<file path="src/rtl/probe_pkg.sv">
`timescale 1ns/1ps
package probe_pkg;

    typedef enum logic [2:0] {
        PS_IDLE   = 3'd0,
        PS_CLEAR  = 3'd1,
        PS_MARK   = 3'd2,
        PS_PEEK   = 3'd3,
        PS_JUDGE  = 3'd4,
        PS_FINISH = 3'd5
    } probe_state_e;

endpackage

</file>
<file path="src/rtl/probe_step_ctr.sv">
`timescale 1ns/1ps
module probe_step_ctr #(
    parameter int IDX_W    = 5,
    parameter int LAST_IDX = 31
) (
    input  logic             clk,
    input  logic             rst_n,
    input  logic             clr,
    input  logic             inc,
    output logic [IDX_W-1:0] idx,
    output logic             last
);

    logic [IDX_W-1:0] idx_q;

    // clr restarts the sweep at index one; the marker sits at index zero
    always_ff @(posedge clk or negedge rst_n) begin
        if (!rst_n) begin
            idx_q <= '0;
        end else if (clr) begin
            idx_q <= IDX_W'(1);
        end else if (inc) begin
            idx_q <= idx_q + IDX_W'(1);
        end
    end

    assign idx  = idx_q;
    assign last = (idx_q == IDX_W'(LAST_IDX));

endmodule

</file>
<file path="src/rtl/probe_size_calc.sv">
`timescale 1ns/1ps
module probe_size_calc #(
    parameter int STEP_LOG2 = 23,
    parameter int MAX_LOG2  = 28,
    parameter int TRIM_LOG2 = 20,
    parameter int IDX_W     = 5,
    parameter int SIZE_W    = 29
) (
    input  logic              clk,
    input  logic              rst_n,
    input  logic              load_hit,
    input  logic              load_max,
    input  logic              trim,
    input  logic [IDX_W-1:0]  idx,
    output logic [SIZE_W-1:0] size
);

    logic [SIZE_W-1:0] size_q;
    logic [SIZE_W-1:0] raw_size;
    logic [SIZE_W-1:0] trim_amt;

    always_comb begin
        if (load_max) begin
            raw_size = SIZE_W'(1) << MAX_LOG2;
        end else begin
            raw_size = SIZE_W'(idx) << STEP_LOG2;
        end
        trim_amt = trim ? (SIZE_W'(1) << TRIM_LOG2) : '0;
    end

    always_ff @(posedge clk or negedge rst_n) begin
        if (!rst_n) begin
            size_q <= '0;
        end else if (load_hit || load_max) begin
            size_q <= raw_size - trim_amt;
        end
    end

    assign size = size_q;

endmodule

</file>
<file path="src/rtl/probe_fsm.sv">
`timescale 1ns/1ps
module probe_fsm
    import probe_pkg::*;
(
    input  logic clk,
    input  logic rst_n,
    input  logic start,
    input  logic mem_ready,
    input  logic hit,
    input  logic last,
    output logic accept,
    output logic ctr_clr,
    output logic ctr_inc,
    output logic cap_rd,
    output logic load_hit,
    output logic load_max,
    output logic sel_step,
    output logic mem_wr,
    output logic mem_rd,
    output logic done
);

    probe_state_e state_q;
    probe_state_e state_d;

    // next-state selection
    always_comb begin
        state_d = state_q;
        unique case (state_q)
            PS_IDLE:   if (start)     state_d = PS_CLEAR;
            PS_CLEAR:  if (mem_ready) state_d = PS_MARK;
            PS_MARK:   if (mem_ready) state_d = PS_PEEK;
            PS_PEEK:   if (mem_ready) state_d = PS_JUDGE;
            PS_JUDGE:  begin
                if (hit || last) begin
                    state_d = PS_FINISH;
                end else begin
                    state_d = PS_MARK;
                end
            end
            PS_FINISH: state_d = PS_IDLE;
            default:   state_d = PS_IDLE;
        endcase
    end

    // state register
    always_ff @(posedge clk or negedge rst_n) begin
        if (!rst_n) begin
            state_q <= PS_IDLE;
        end else begin
            state_q <= state_d;
        end
    end

    // outputs
    always_comb begin
        accept   = 1'b0;
        ctr_clr  = 1'b0;
        ctr_inc  = 1'b0;
        cap_rd   = 1'b0;
        load_hit = 1'b0;
        load_max = 1'b0;
        sel_step = 1'b0;
        mem_wr   = 1'b0;
        mem_rd   = 1'b0;
        done     = 1'b0;
        unique case (state_q)
            PS_IDLE: begin
                accept  = start;
                ctr_clr = start;
            end
            PS_CLEAR: begin
                mem_wr = 1'b1;
            end
            PS_MARK: begin
                mem_wr   = 1'b1;
                sel_step = 1'b1;
            end
            PS_PEEK: begin
                mem_rd = 1'b1;
                cap_rd = mem_ready;
            end
            PS_JUDGE: begin
                load_hit = hit;
                load_max = !hit && last;
                ctr_inc  = !hit && !last;
            end
            PS_FINISH: begin
                done = 1'b1;
            end
            default: begin
                done = 1'b0;
            end
        endcase
    end

endmodule

</file>
<file path="src/rtl/dram_size_probe.sv">
`timescale 1ns/1ps
module dram_size_probe #(
    parameter int ADDR_W    = 32,
    parameter int DATA_W    = 8,
    parameter int STEP_LOG2 = 23,
    parameter int MAX_LOG2  = 28,
    parameter int TRIM_LOG2 = 20
) (
    input  logic                clk,
    input  logic                rst_n,
    input  logic                start,
    input  logic                trim_mode,
    output logic                mem_wr,
    output logic                mem_rd,
    output logic [ADDR_W-1:0]   mem_addr,
    output logic [DATA_W-1:0]   mem_wdata,
    input  logic [DATA_W-1:0]   mem_rdata,
    input  logic                mem_ready,
    output logic                done,
    output logic [MAX_LOG2:0]   size_bytes
);

    localparam int IDX_W    = MAX_LOG2 - STEP_LOG2;
    localparam int NSTEPS   = 1 << IDX_W;
    localparam int LAST_IDX = NSTEPS - 1;
    localparam int SIZE_W   = MAX_LOG2 + 1;

    logic             accept;
    logic             ctr_clr;
    logic             ctr_inc;
    logic             cap_rd;
    logic             load_hit;
    logic             load_max;
    logic             sel_step;
    logic             last;
    logic             hit;
    logic [IDX_W-1:0] idx;
    logic [DATA_W-1:0] rd_q;
    logic             trim_q;

    probe_fsm u_fsm (
        .clk      (clk),
        .rst_n    (rst_n),
        .start    (start),
        .mem_ready(mem_ready),
        .hit      (hit),
        .last     (last),
        .accept   (accept),
        .ctr_clr  (ctr_clr),
        .ctr_inc  (ctr_inc),
        .cap_rd   (cap_rd),
        .load_hit (load_hit),
        .load_max (load_max),
        .sel_step (sel_step),
        .mem_wr   (mem_wr),
        .mem_rd   (mem_rd),
        .done     (done)
    );

    probe_step_ctr #(
        .IDX_W   (IDX_W),
        .LAST_IDX(LAST_IDX)
    ) u_ctr (
        .clk  (clk),
        .rst_n(rst_n),
        .clr  (ctr_clr),
        .inc  (ctr_inc),
        .idx  (idx),
        .last (last)
    );

    probe_size_calc #(
        .STEP_LOG2(STEP_LOG2),
        .MAX_LOG2 (MAX_LOG2),
        .TRIM_LOG2(TRIM_LOG2),
        .IDX_W    (IDX_W),
        .SIZE_W   (SIZE_W)
    ) u_size (
        .clk     (clk),
        .rst_n   (rst_n),
        .load_hit(load_hit),
        .load_max(load_max),
        .trim    (trim_q),
        .idx     (idx),
        .size    (size_bytes)
    );

    // capture of the read-back byte and the trim choice
    always_ff @(posedge clk or negedge rst_n) begin
        if (!rst_n) begin
            rd_q   <= '0;
            trim_q <= 1'b0;
        end else begin
            if (cap_rd) begin
                rd_q <= mem_rdata;
            end
            if (accept) begin
                trim_q <= trim_mode;
            end
        end
    end

    assign hit       = (rd_q == DATA_W'(idx));
    assign mem_addr  = sel_step ? (ADDR_W'(idx) << STEP_LOG2) : '0;
    assign mem_wdata = sel_step ? DATA_W'(idx) : '0;

endmodule

</file>
<file path="config.mk">
export PLATFORM = sky130hd
export DESIGN_NAME = dram_size_probe
export DESIGN_NICKNAME = d
export VERILOG_FILES = /design/src/rtl/probe_pkg.sv /design/src/rtl/probe_step_ctr.sv /design/src/rtl/probe_size_calc.sv /design/src/rtl/probe_fsm.sv /design/src/rtl/dram_size_probe.sv
export SDC_FILE = /design/constraint.sdc
export NUM_CORES = 1
export LEC_CHECK = 0
export BUFFER_PORTS_ARGS = -buffer_cell sky130_fd_sc_hd__buf_2
export CORE_ASPECT_RATIO = 0.5
export CORE_MARGIN = 5
export CORE_UTILIZATION = 51
export CTS_BUF_LIST = sky130_fd_sc_hd__clkbuf_4 sky130_fd_sc_hd__clkbuf_8 sky130_fd_sc_hd__clkbuf_16
export DETAILED_ROUTE_END_ITERATION = 8
export HOLD_SLACK_MARGIN = 0.05
export PLACE_DENSITY = 0.82
export SETUP_SLACK_MARGIN = 0.5
export SYNTH_ARGS = -nofsm -noshare
export SYNTH_HDL_FRONTEND = slang
export SYNTH_SLANG_ARGS = --single-unit
</file>
<file path="constraint.sdc">
create_clock -name clk -period 4.7 [get_ports clk]
set_input_delay 0.47 -clock clk [delete_from_list [all_inputs] [get_ports clk]]
set_output_delay 0.47 -clock clk [all_outputs]
set_load 0.05 [all_outputs]
</file>
==> impl_metrics.tcl <==
set metrics [dict create \
    num_vias 1343 \
    netlist_top_cells_area "dfrtp_1 (33%), buf_4 (24%), mux2_2 (4.9%)" \
    h-tree-depth 1 \
    insertedDiodeCount 0 \
    clk-insertion-delay-late_ns 0.27 \
    dieWidth_um 94.9 \
    setup_viol 0 \
    crit_family "simple AND/OR/NAND/NOR gates" \
    cts_setup_buffers 0 \
    vias_per_cell 4.99 \
    place_inst 265 \
    cts_resized 0 \
    root_buffer "clkbuf_8" \
    fin_area_mm2 0.00185 \
    cts.sinks 24 \
    yosysWarnings 0 \
    finalClockSkew_ns 0.00650 \
    ant_nets 0 \
    rsz0062_at_grt "false" \
    fin_nets 235 \
    power.leakage_nw 0.939 \
    grt_max_degree 25 \
    power.density_mw_per_mm2 594 \
    rows 15 \
    gr-usage-all-layers_pct 14.1 \
    crit_path_top_delay_cell "dfrtp_1" \
    fmax_ghz 0.369 \
    dp_hpwl_um 2750 \
    netlist.area_leader.share_pct 32.7 \
    hold_buffers 0 \
    design.die.area_mm2 0.00498 \
    grt_overflow 0 \
    synth_area_mm2 0.00184 \
    drt_pre_antenna_iters 4 \
    pre_cts_slack_ns 2.07 \
    period_minus_slack_ns 2.71 \
    ir_drop_uv 174 \
    grt_pass1_wl_um 5510 \
    cts_made_buffers 3 \
    hold_viol_final 0 \
    outcome "finished, final reports clean" \
    setup_ws_ns 1.99 \
    critPathKind "register to register" \
    synth_flop_cell "dfrtp_1" \
    path_buf_inv 0 \
    io_buffers 34 \
    cts_buffer_depth 2 \
    drtIter0Drc 138 \
    slew_violations 0 \
    layout.cells.non_filler 269 \
    synth_area_leader_cell "dfrtp_1" \
    boundaryPins 85 \
    cap_violations 0 \
    start_util_pct 53.2 \
    gp_congestion 0.832 \
    finalCritPeriodShare_pct 57.7 \
    cp_max_fo 11 \
    slew_headroom_pct 62.6 \
    path_cells "xnor2_1 -> nand4_1 -> nor2_1 -> o21ai_0 -> ha_1 -> nand2_1 -> nor3_1 -> a311oi_1 -> o22a_1" \
    synth.most_common_cell "buf_4" \
    final_util_pct 53.5 \
    drive_above_1_share_pct 25.2 \
    worstSetupEndpointType "register" \
    r2r-start "u_ctr.idx[2]" \
    place_area_mm2 0.00178 \
    critPathRequiredTime_ns 4.92 \
    core-area_mm2 0.00345 \
    synth_common_cells "buf_4 (59), dfrtp_1 (24), nor2_1 (10), o21ai_0 (10)" \
    synth_edf_count 0 \
    worstSetupStartpoint "u_ctr.idx[2]" \
    hold_class "input port to asynchronous set/reset pin" \
    startpoint_type "register" \
    drc 0 \
    slowest_delay_ns 0.55 \
    async_flop_share_pct 100 \
    antenna_found_initial 0 \
    syn_inst 196 \
    avgSynthCellArea_um2 9.38 \
    tns_ns 0 \
    synthToLayoutAreaGrowth_pct 0.476 \
    wl_per_cell_um 13.4 \
    worstMarginPinSlew_ns 0.559 \
    die_h_um 52.5 \
    ys_seq_area_share_pct 32.7 \
    grt_pass1_vias 1232 \
    ys_ff_latch 24 \
    cts_tree "done" \
    arrival_ns 2.93 \
    clk_pin_slew_ns 0.09 \
    routed_wl_um 3600 \
    ys_types 46 \
]
==> per-stage QoR <==
step,power [mW],hold WS (ns)
after floorplan,0.873,0.174
after global placement,0.892,0.469
after detailed placement,0.912,0.478
after CTS,1.10,0.183
after global routing,1.16,0.210
final,1.10,0.161
==> power by group <==
group	switching, mW	internal [mW]	total (mW)
combinational	0.379	0.160	0.540
sequential	0.0995	0.276	0.375
clock	0.0680	0.114	0.182
total	0.547	0.550	1.10
==> cell usage in the layout (no fill, tap or decap), types with 4 or more instances in the layout <==
cell type and count:
mux2_2 8, conb_1 50, nor3_1 6, and2_1 5, o21ai_0 10, inv_1 4
xnor2_1 6, nand2_1 8, dfrtp_1 24, buf_2 34, nor2_1 10
==> state kept, by name, indices dropped and copies added (netlist names) <==
signal / cells
u_size.size: 7
rd_q: 8
u_ctr.idx: 5
trim_q: 1
u_fsm.state_q: 3
==> layout make-up <==
type / instances / area [um^2]
Clock buffer: 3 / 41.3
Clock inverter: 1 / 30.0
Fill cell: 296 / 1610
Inverter: 4 / 15.0
Multi-Input combinational cell: 151 / 918
Sequential cell: 24 / 601
Tap cell: 51 / 63.8
Timing Repair Buffer: 35 / 178
==> metal layers <==
layer  global-route usage (%)  routed length (um)
met1                     17.1                1450
met2                     24.2                1680
met3                     3.16                 422
met4                     6.70                  50
met5                        0                   0
==> kinds of logic (layout without fill, tap and decap cells) <==
group,after synthesis,after routing,synth area share [%]
AOI/OAI and AO/OA,28,28,10.8
xor gates and xnor gates,9,9,4.29
adders and majority gates,3,3,2.04
buffers and inverters,70,43,27.4
DFF,24,24,32.7
muxes,12,12,7.35
other,1,50,0.204
and+or+nand+nor,49,49,15.3
==> path summary, 6_finish.rpt <==
check	end	slack, ns	cells past startpoint
max in group asynchronous	u_size.size[23]	4.18	1
max	u_size.size[24]	1.99	9
max reg2reg	u_size.size[24]	1.99	9
min in group clk	trim_q	0.40	3
min reg2reg	u_size.size[27]	0.52	1
min	u_fsm.state_q[0]	0.16	1
(Power assumes the default switching activity.)
